$ cat src/rtl/alu_pkg.sv
package alu_pkg;

    typedef enum logic [3:0] {
        OP_ADD = 4'd0,
        OP_SUB = 4'd1,
        OP_AND = 4'd2,
        OP_OR  = 4'd3,
        OP_XOR = 4'd4,
        OP_SLL = 4'd5,
        OP_SRL = 4'd6,
        OP_SRA = 4'd7,
        OP_CMP = 4'd8
    } alu_op_e;

    typedef enum logic [1:0] {
        BW_AND = 2'd0,
        BW_OR  = 2'd1,
        BW_XOR = 2'd2
    } bitwise_e;

endpackage

$ cat src/rtl/alu_addsub.sv
module alu_addsub #(
    parameter int XLEN = 32
) (
    input  logic [XLEN-1:0] a,
    input  logic [XLEN-1:0] b,
    input  logic            subtract,
    output logic [XLEN-1:0] sum,
    output logic            carry,
    output logic            overflow
);
    logic [XLEN-1:0] b_eff;
    logic [XLEN:0]   wide;

    always_comb begin
        b_eff    = subtract ? ~b : b;
        wide     = {1'b0, a} + {1'b0, b_eff} + {{XLEN{1'b0}}, subtract};
        sum      = wide[XLEN-1:0];
        carry    = wide[XLEN];
        overflow = (a[XLEN-1] == b_eff[XLEN-1]) && (sum[XLEN-1] != a[XLEN-1]);
    end
endmodule

$ cat src/rtl/alu_bitwise.sv
module alu_bitwise #(
    parameter int XLEN = 32
) (
    input  logic [XLEN-1:0]         a,
    input  logic [XLEN-1:0]         b,
    input  alu_pkg::bitwise_e       fn,
    output logic [XLEN-1:0]         y
);
    always_comb begin
        unique case (fn)
            alu_pkg::BW_AND: y = a & b;
            alu_pkg::BW_OR:  y = a | b;
            alu_pkg::BW_XOR: y = a ^ b;
            default:         y = '0;
        endcase
    end
endmodule

$ cat src/rtl/alu_shifter.sv
module alu_shifter #(
    parameter int XLEN = 32,
    localparam int SHW = $clog2(XLEN)
) (
    input  logic [XLEN-1:0] a,
    input  logic [SHW-1:0]  amount,
    input  logic            to_left,
    input  logic            arith,
    output logic [XLEN-1:0] y
);
    logic [XLEN-1:0] stage [0:SHW];
    logic [XLEN-1:0] in_rev;
    logic [XLEN-1:0] out_rev;
    logic            fill;

    always_comb begin
        for (int i = 0; i < XLEN; i++) begin
            in_rev[i] = a[XLEN-1-i];
        end
    end

    assign fill     = arith & ~to_left & a[XLEN-1];
    assign stage[0] = to_left ? in_rev : a;

    for (genvar g = 0; g < SHW; g++) begin : g_stage
        assign stage[g+1] = amount[g]
            ? {{(2**g){fill}}, stage[g][XLEN-1:2**g]}
            : stage[g];
    end

    always_comb begin
        for (int i = 0; i < XLEN; i++) begin
            out_rev[i] = stage[SHW][XLEN-1-i];
        end
    end

    assign y = to_left ? out_rev : stage[SHW];
endmodule

$ cat src/rtl/alu_core.sv
module alu_core #(
    parameter int XLEN = 32,
    localparam int SHW = $clog2(XLEN)
) (
    input  logic [XLEN-1:0] opnd_a,
    input  logic [XLEN-1:0] opnd_b,
    input  logic [3:0]      op_sel,
    output logic [XLEN-1:0] result,
    output logic            res_valid,
    output logic            flag_z,
    output logic            flag_n,
    output logic            flag_c,
    output logic            flag_v
);
    import alu_pkg::*;

    alu_op_e         op;
    logic            sub_mode;
    logic [XLEN-1:0] as_sum;
    logic            as_carry;
    logic            as_ovf;
    bitwise_e        bw_fn;
    logic [XLEN-1:0] bw_y;
    logic [XLEN-1:0] sh_y;

    assign op       = alu_op_e'(op_sel);
    assign sub_mode = (op == OP_SUB) || (op == OP_CMP);

    always_comb begin
        unique case (op)
            OP_OR:   bw_fn = BW_OR;
            OP_XOR:  bw_fn = BW_XOR;
            default: bw_fn = BW_AND;
        endcase
    end

    alu_addsub #(.XLEN(XLEN)) u_addsub (
        .a(opnd_a), .b(opnd_b), .subtract(sub_mode),
        .sum(as_sum), .carry(as_carry), .overflow(as_ovf)
    );

    alu_bitwise #(.XLEN(XLEN)) u_bitwise (
        .a(opnd_a), .b(opnd_b), .fn(bw_fn), .y(bw_y)
    );

    alu_shifter #(.XLEN(XLEN)) u_shifter (
        .a(opnd_a), .amount(opnd_b[SHW-1:0]),
        .to_left(op == OP_SLL), .arith(op == OP_SRA), .y(sh_y)
    );

    // Output decode: one branch per operation, idle branch for unused codes
    always_comb begin
        result    = '0;
        res_valid = 1'b0;
        flag_z    = 1'b0;
        flag_n    = 1'b0;
        flag_c    = 1'b0;
        flag_v    = 1'b0;
        unique case (op)
            OP_ADD, OP_SUB: begin
                result    = as_sum;
                res_valid = 1'b1;
                flag_z    = (as_sum == '0);
                flag_n    = as_sum[XLEN-1];
                flag_c    = as_carry;
                flag_v    = as_ovf;
            end
            OP_AND, OP_OR, OP_XOR: begin
                result    = bw_y;
                res_valid = 1'b1;
                flag_z    = (bw_y == '0);
                flag_n    = bw_y[XLEN-1];
            end
            OP_SLL, OP_SRL, OP_SRA: begin
                result    = sh_y;
                res_valid = 1'b1;
                flag_z    = (sh_y == '0);
                flag_n    = sh_y[XLEN-1];
            end
            OP_CMP: begin
                flag_z    = (as_sum == '0);
                flag_n    = as_sum[XLEN-1];
                flag_c    = as_carry;
                flag_v    = as_ovf;
            end
            default: ;
        endcase
    end

    // Checks placed beside the decode they guard
    always_comb begin
        if (op_sel == 4'd6 && opnd_b[SHW-1:0] != '0)
            assert_srl_zero_fill_R5: assert (result[XLEN-1] == 1'b0);
        if (op_sel == 4'd7)
            assert_sra_sign_fill_R6: assert (result[XLEN-1] == opnd_a[XLEN-1]);
        if (op_sel >= 4'd2 && op_sel <= 4'd7)
            assert_no_carry_ovf_R3: assert (!flag_c && !flag_v);
        if (op_sel == 4'd8)
            assert_cmp_no_result_R8: assert (!res_valid && result == '0);
        if (op_sel > 4'd8)
            assert_unused_idle_R9: assert (!res_valid && !flag_z && !flag_n && !flag_c && !flag_v);
        if (res_valid)
            assert_zero_flag_R7: assert (flag_z == (result == '0));
    end
endmodule

$ cat config.mk
export PLATFORM = sky130hd
export DESIGN_NAME = alu_core
export DESIGN_NICKNAME = d
export VERILOG_FILES = /design/src/rtl/alu_pkg.sv /design/src/rtl/alu_addsub.sv /design/src/rtl/alu_bitwise.sv /design/src/rtl/alu_shifter.sv /design/src/rtl/alu_core.sv
export SDC_FILE = /design/constraint.sdc
export NUM_CORES = 1
export LEC_CHECK = 0
export ABC_AREA = 1
export BUFFER_PORTS_ARGS = -buffer_cell sky130_fd_sc_hd__buf_2
export CORE_ASPECT_RATIO = 0.8
export CORE_MARGIN = 2
export CORE_UTILIZATION = 50
export DETAILED_ROUTE_END_ITERATION = 16
export GPL_ROUTABILITY_DRIVEN = 0
export GPL_TIMING_DRIVEN = 0
export PLACE_DENSITY = 0.71
export SETUP_SLACK_MARGIN = 0.4
export SLEW_MARGIN = 15
export SYNTH_ARGS = -nofsm -noshare
export SYNTH_HDL_FRONTEND = slang
export SYNTH_SLANG_ARGS = --single-unit
$ cat constraint.sdc
create_clock -name vclk -period 4.8
set_input_delay 0.48 -clock vclk [all_inputs]
set_output_delay 0.48 -clock vclk [all_outputs]
set_load 0.005 [all_outputs]
==> flow_metrics.env, run 1 <==
export IMPL_path_class="input port to output port"
export IMPL_cp_cell_sequence="buf_2, nor2_4, nand3_4, nand2_4, buf_6, xor2_1, ha_1, a21oi_1, o21ai_0, a21boi_0, nor3_1, nor2_1, nand2_1, xor2_1, nand4_1, nor2_1, nor2_1, nand2_1, buf_2"
export IMPL_pwr_share_clk_pct=0
export IMPL_fin_crit_sh_pct=89.9
export IMPL_crit_path_end_kind="output port"
export IMPL_crit_family="simple AND/OR/NAND/NOR gates"
export IMPL_die_area_um2=15700
export IMPL_p_int_uw=364
export IMPL_std_cell_rows=39
export IMPL_drt_vias_per_instance=6.55
export IMPL_p_sw_share_pct=69.0
export IMPL_worstHoldPathType="input port to output port"
export IMPL_seqCellArea_um2=0
export IMPL_switchingPower_uw=810
export IMPL_synth_simple_area_share_pct=54.5
export IMPL_period_minus_slack_ns=4.31
export IMPL_worstMarginPinSlew_ns=0.793
export IMPL_grt_pass1_vias=9418
export IMPL_seq_cells=0
export IMPL_drt_iter0_drc=2508
export IMPL_diodes=0
export IMPL_drive_gt1_share_pct=10.3
export IMPL_slew_headroom_pct=47.1
export IMPL_cp_arrival_ns=3.83
export IMPL_final_max_slew_viol_count=0
export IMPL_yosys_mux_area_fraction_pct=0
export IMPL_total_power_mw=1.17
export IMPL_yosysSeqAreaShare_pct=0
export IMPL_synth_xor_area_share_pct=4.99
export IMPL_ys_warn_count=0
export IMPL_hold_viol=0
export IMPL_die_w_um=140
export IMPL_yosysUniqueCellTypes=37
export IMPL_ir_drop_mv=0.0814
export IMPL_nets=1670
export IMPL_syn_cell_area_um2=7370
export IMPL_rsz0062_at_grt="no"
export IMPL_coreArea_um2=14300
export IMPL_p_per_area_nw_per_um2=143
export IMPL_p_seq_share_pct=0
export IMPL_timing_fmax_mhz=232
export IMPL_grt_pass1_wl_um=52400
export IMPL_start_kind="input port"
export IMPL_port_buffers=105
export IMPL_routed_wl_um=35200
export IMPL_area_growth_syn_to_layout_pct=11.7
export IMPL_fin_cells=1685
export IMPL_critical_path_required_ns=4.32
export IMPL_crit_top_cell="nor2_1"
export IMPL_synth_area_per_cell_um2=5.28
export IMPL_cap_viol_max_count=0
export IMPL_syn_inst=1395
export IMPL_gr_total_overflow=0
export IMPL_combPwrFrac_pct=100.0
export IMPL_synth_compound_area_share_pct=12.8
export IMPL_dp_cells=1684
export IMPL_antenna_found_initial=0
export IMPL_finish_utilization_pct=57.4
export IMPL_slowest_delay_ns=0.33
export IMPL_slowest_stage="ha_1"
export IMPL_drc=0
export IMPL_final_cell_mix="383 x nand3_1, 381 x nand2_1, 127 x inv_1"
export IMPL_die_h_um=113
export IMPL_setup_viol=0
export IMPL_n_fill_cell=1531
export IMPL_wl_per_cell_um=20.9
export IMPL_num_vias=11000
export IMPL_n_clock_buffer=0
export IMPL_synth_adder_area_share_pct=16.9
export IMPL_antenna_left=0
export IMPL_firstDrtPassIters=11
export IMPL_synth_top_family_by_area="simple AND/OR/NAND/NOR gates"
export IMPL_final_common_cell="nand3_1"
export IMPL_syn_nets=1562
export IMPL_status="complete, no violations"
export IMPL_hpwlAfterDp_um=29400
export IMPL_grt_max_degree=11
export IMPL_grt_use_total_pct=42.0
export IMPL_p_leak_nw=4.52
export IMPL_fin_hold_ws_ns=1.28
export IMPL_crit_path_max_fanout=10
export IMPL_ios=105
export IMPL_crit_buf_inv=3
export IMPL_start_util_pct=51.4
cells by family (layout without fill, tap and decap cells):
kind of cell	count (synthesis)	count (layout)
simple gates	909	909
buf+inv	203	309
compound gates	142	142
fa+ha+maj	99	99
xor+xnor	42	42
power by group through the flow:
| stage | logic (mW) | registers, mW | clock network [mW] |
|---|---|---|---|
| after global routing | 1.25 | 0 | 0 |
| after CTS | 1.09 | 0 | 0 |
| after global placement | 1.06 | 0 | 0 |
| final | 1.17 | 0 | 0 |
| after detailed placement | 1.08 | 0 | 0 |
| after floorplan | 0.710 | 0 | 0 |
routing by layer:
metal  share of wire [%]  up-vias  GRT usage (%)
met2                  36     1081           56.8
li1                    -     4972              -
met4                 5.2        0           13.1
met1                  39     4806           60.9
met5                   0        -              0
met3                  20      175           15.4
repair_timing:
action                                  in CTS  in global routing
hold buffers                                 0                  0
cloned                                       0                  0
endpoints found under the setup margin      16                  5
setup buffers                                0                  1
resized for setup                            9                 26
pin swaps                                    0                  2
final timing paths:
path	from	depth (start not counted)	endpoint
max	op_sel[1]	19	flag_z
min	op_sel[3]	3	res_valid
worst min-delay path, cell delays in order:
cell and delay (ns):
buf_2 0.15, inv_1 0.06, buf_2 0.10
cell type report:
cell class | instances | area [um^2] | share of cell area, %
Timing Repair Buffer | 106 | 533 | 6.47
Inverter | 132 | 495 | 6.02
Multi-Input combinational cell | 1192 | 6650 | 80.8
Tap cell | 184 | 230 | 2.80
Buffer | 71 | 325 | 3.95
stage by stage:
stage	setup slack [ns]	TNS (ns)	cell area, um^2
after floorplan	1.19	0	7370
after global placement	-0.114	-0.114	8130
after detailed placement	-0.108	-0.108	8130
after CTS	0.404	0	8150
after global routing	0.419	0	8230
final	0.486	0	8230
cells in the mapped netlist, types with 2 or more instances:
cell	instances	area, um^2
clkbuf_1	30	113
o21ai_0	25	125
buf_1	26	97.6
or2_2	2	12.5
o211ai_1	17	128
o21bai_1	3	22.5
nor3_1	7	35.0
xor2_1	38	333
buf_4	3	22.5
a21o_1	3	22.5
o21a_1	4	30.0
buf_2	11	55.1
inv_1	127	477
nand3_1	385	1930
nor2_4	2	22.5
nor4_1	4	25.0
nand2_1	386	1450
o21ai_1	2	10.0
ha_1	98	1230
nand3b_1	10	75.1
xnor2_1	4	35.0
a221oi_1	16	140
nand2_2	2	12.5
a21oi_1	43	215
inv_2	5	18.8
nor2_1	95	357
nand4_1	14	87.6
o221ai_1	24	210
(Power assumes the default switching activity.)
==> run 2, diff against run 1 <==
--- a/config.mk
+++ b/config.mk
@@ -13,7 +13,7 @@
 export DETAILED_ROUTE_END_ITERATION = 16
 export GPL_ROUTABILITY_DRIVEN = 0
 export GPL_TIMING_DRIVEN = 0
-export PLACE_DENSITY = 0.71
+export PLACE_DENSITY = 0.69
 export SETUP_SLACK_MARGIN = 0.4
 export SLEW_MARGIN = 15
 export SYNTH_ARGS = -nofsm -noshare
==> run 2 against run 1 <==
Against the previous run: sequential cell count is the same; utilization increased by 0.65 points; sequential share of layout area did not move; via count rose by 0.33%; final cell count is 0.18% higher; first-iteration DRC count fell by 15%; fmax is 2.7% higher; critical path type unchanged; largest cell class unchanged.
==> flow_metrics.env, run 2 (same netlist as run 1, synthesis figures left out) <==
export IMPL_die_w_um=140
export IMPL_fin_hold_ws_ns=1.27
export IMPL_p_per_area_nw_per_um2=142
export IMPL_cp_startpoint="op_sel[1]"
export IMPL_worstMarginPinSlew_ns=0.850
export IMPL_p_leak_nw=4.55
export IMPL_final_max_slew_viol_count=0
export IMPL_antenna_found_initial=0
export IMPL_ios=105
export IMPL_coreArea_um2=14300
export IMPL_grt_max_degree=11
export IMPL_status="complete, no violations"
export IMPL_final_cell_mix="383 x nand3_1, 378 x nand2_1, 127 x inv_1"
export IMPL_n_clock_buffer=0
export IMPL_crit_family="simple AND/OR/NAND/NOR gates"
export IMPL_ir_drop_mv=0.0784
export IMPL_hpwlAfterDp_um=29500
export IMPL_final_common_cell="nand3_1"
export IMPL_crit_buf_inv=3
export IMPL_seqCellArea_um2=0
export IMPL_critical_path_required_ns=4.32
export IMPL_seq_cells=0
export IMPL_die_h_um=113
export IMPL_hp_start="op_sel[3]"
export IMPL_dp_cells=1684
export IMPL_nets=1673
export IMPL_crit_top_cell="nand2_1"
export IMPL_fin_tns_setup_ns=0
export IMPL_antenna_left=0
export IMPL_timing_fmax_mhz=238
export IMPL_final_area_um2=8330
export IMPL_fin_cells=1688
export IMPL_crit_path_max_fanout=10
export IMPL_slowest_stage="ha_1"
export IMPL_hold_viol=0
export IMPL_cp_cell_sequence="buf_2, nor2_4, nand3_4, nand2_4, buf_8, xor2_1, ha_1, a21oi_1, o21ai_0, a21o_1, a21oi_1, nand2_1, nand2_1, nand2_1, nand2_1, nand2_1, nand4_1, nor2_1, nor2_1, nand2_1, buf_2"
export IMPL_path_class="input port to output port"
export IMPL_slowest_delay_ns=0.31
export IMPL_postCtsHoldBufs=0
export IMPL_num_vias=11100
export IMPL_post_dp_cell_area_um2=8130
export IMPL_gr_total_overflow=0
export IMPL_grt_pass1_wl_um=52600
export IMPL_worstHoldPathType="input port to output port"
export IMPL_wl_per_cell_um=20.9
export IMPL_port_buffers=105
export IMPL_pre_cts_ws_ns=-0.141
export IMPL_start_kind="input port"
export IMPL_area_growth_syn_to_layout_pct=13.0
export IMPL_grt_pass1_vias=9634
export IMPL_total_power_mw=1.19
export IMPL_rsz0062_at_grt="no"
export IMPL_setup_ws_ns=0.601
export IMPL_worst_path_stages=21
export IMPL_drive_gt1_share_pct=11.5
export IMPL_diodes=0
export IMPL_firstDrtPassIters=10
export IMPL_die_area_um2=15700
export IMPL_drt_iter0_drc=2129
export IMPL_drc=0
export IMPL_period_minus_slack_ns=4.20
export IMPL_std_cell_rows=39
export IMPL_slew_headroom_pct=43.3
export IMPL_cp_arrival_ns=3.72
export IMPL_routed_wl_um=35300
export IMPL_finish_utilization_pct=58.0
export IMPL_start_util_pct=51.4
export IMPL_drt_vias_per_instance=6.56
export IMPL_crit_path_end="flag_z"
export IMPL_grt_use_total_pct=42.2
export IMPL_setup_viol=0
export IMPL_fin_crit_sh_pct=87.5
export IMPL_crit_path_end_kind="output port"
export IMPL_n_fill_cell=1567
export IMPL_cap_viol_max_count=0
[run 2: worst min-delay path, stage by stage]
cell and delay (ns):
buf_2 0.15, inv_1 0.06, buf_2 0.10
[run 2: metal layers]
layer	vias up	share of wire [%]	GRT usage [%]	wire (um)
li1	4987	-	-	-
met1	4886	40	60.6	14100
met2	1007	37	58.2	12900
met3	188	18	14.1	6390
met4	2	5.4	14.8	1890
met5	-	0.10	0	36
[run 2: how the worst min path moves through the flow]
| stage | end | slack (ns) | depth (start not counted) |
|---|---|---|---|
| finish | res_valid | 1.27 | 3 |
| global route | res_valid | 1.28 | 3 |
| CTS | res_valid | 1.24 | 3 |
| detailed placement | res_valid | 1.23 | 3 |
| global placement | res_valid | 1.23 | 3 |
| floorplan | res_valid | 0.99 | 1 |
[run 2: layout make-up]
type	count	area [um^2]	area share, %
multi-input cells	1192	6710	80.6
repair buffers	109	556	6.67
inverters	132	495	5.95
plain buffers	71	338	4.06
well taps	184	230	2.76
[run 2: report_power, final]
group / internal [mW] / switching (mW) / total (mW) / leakage [nW]
registers: 0 / 0 / 0 / 0
clock network: 0 / 0 / 0 / 0
logic: 0.373 / 0.813 / 1.19 / 4.55
[run 2: timing repair]
action / CTS / global route
pin swaps: 0 / 5
endpoints found under the setup margin: 18 / 5
buffers inserted: 0 / 4
resized for setup: 10 / 44
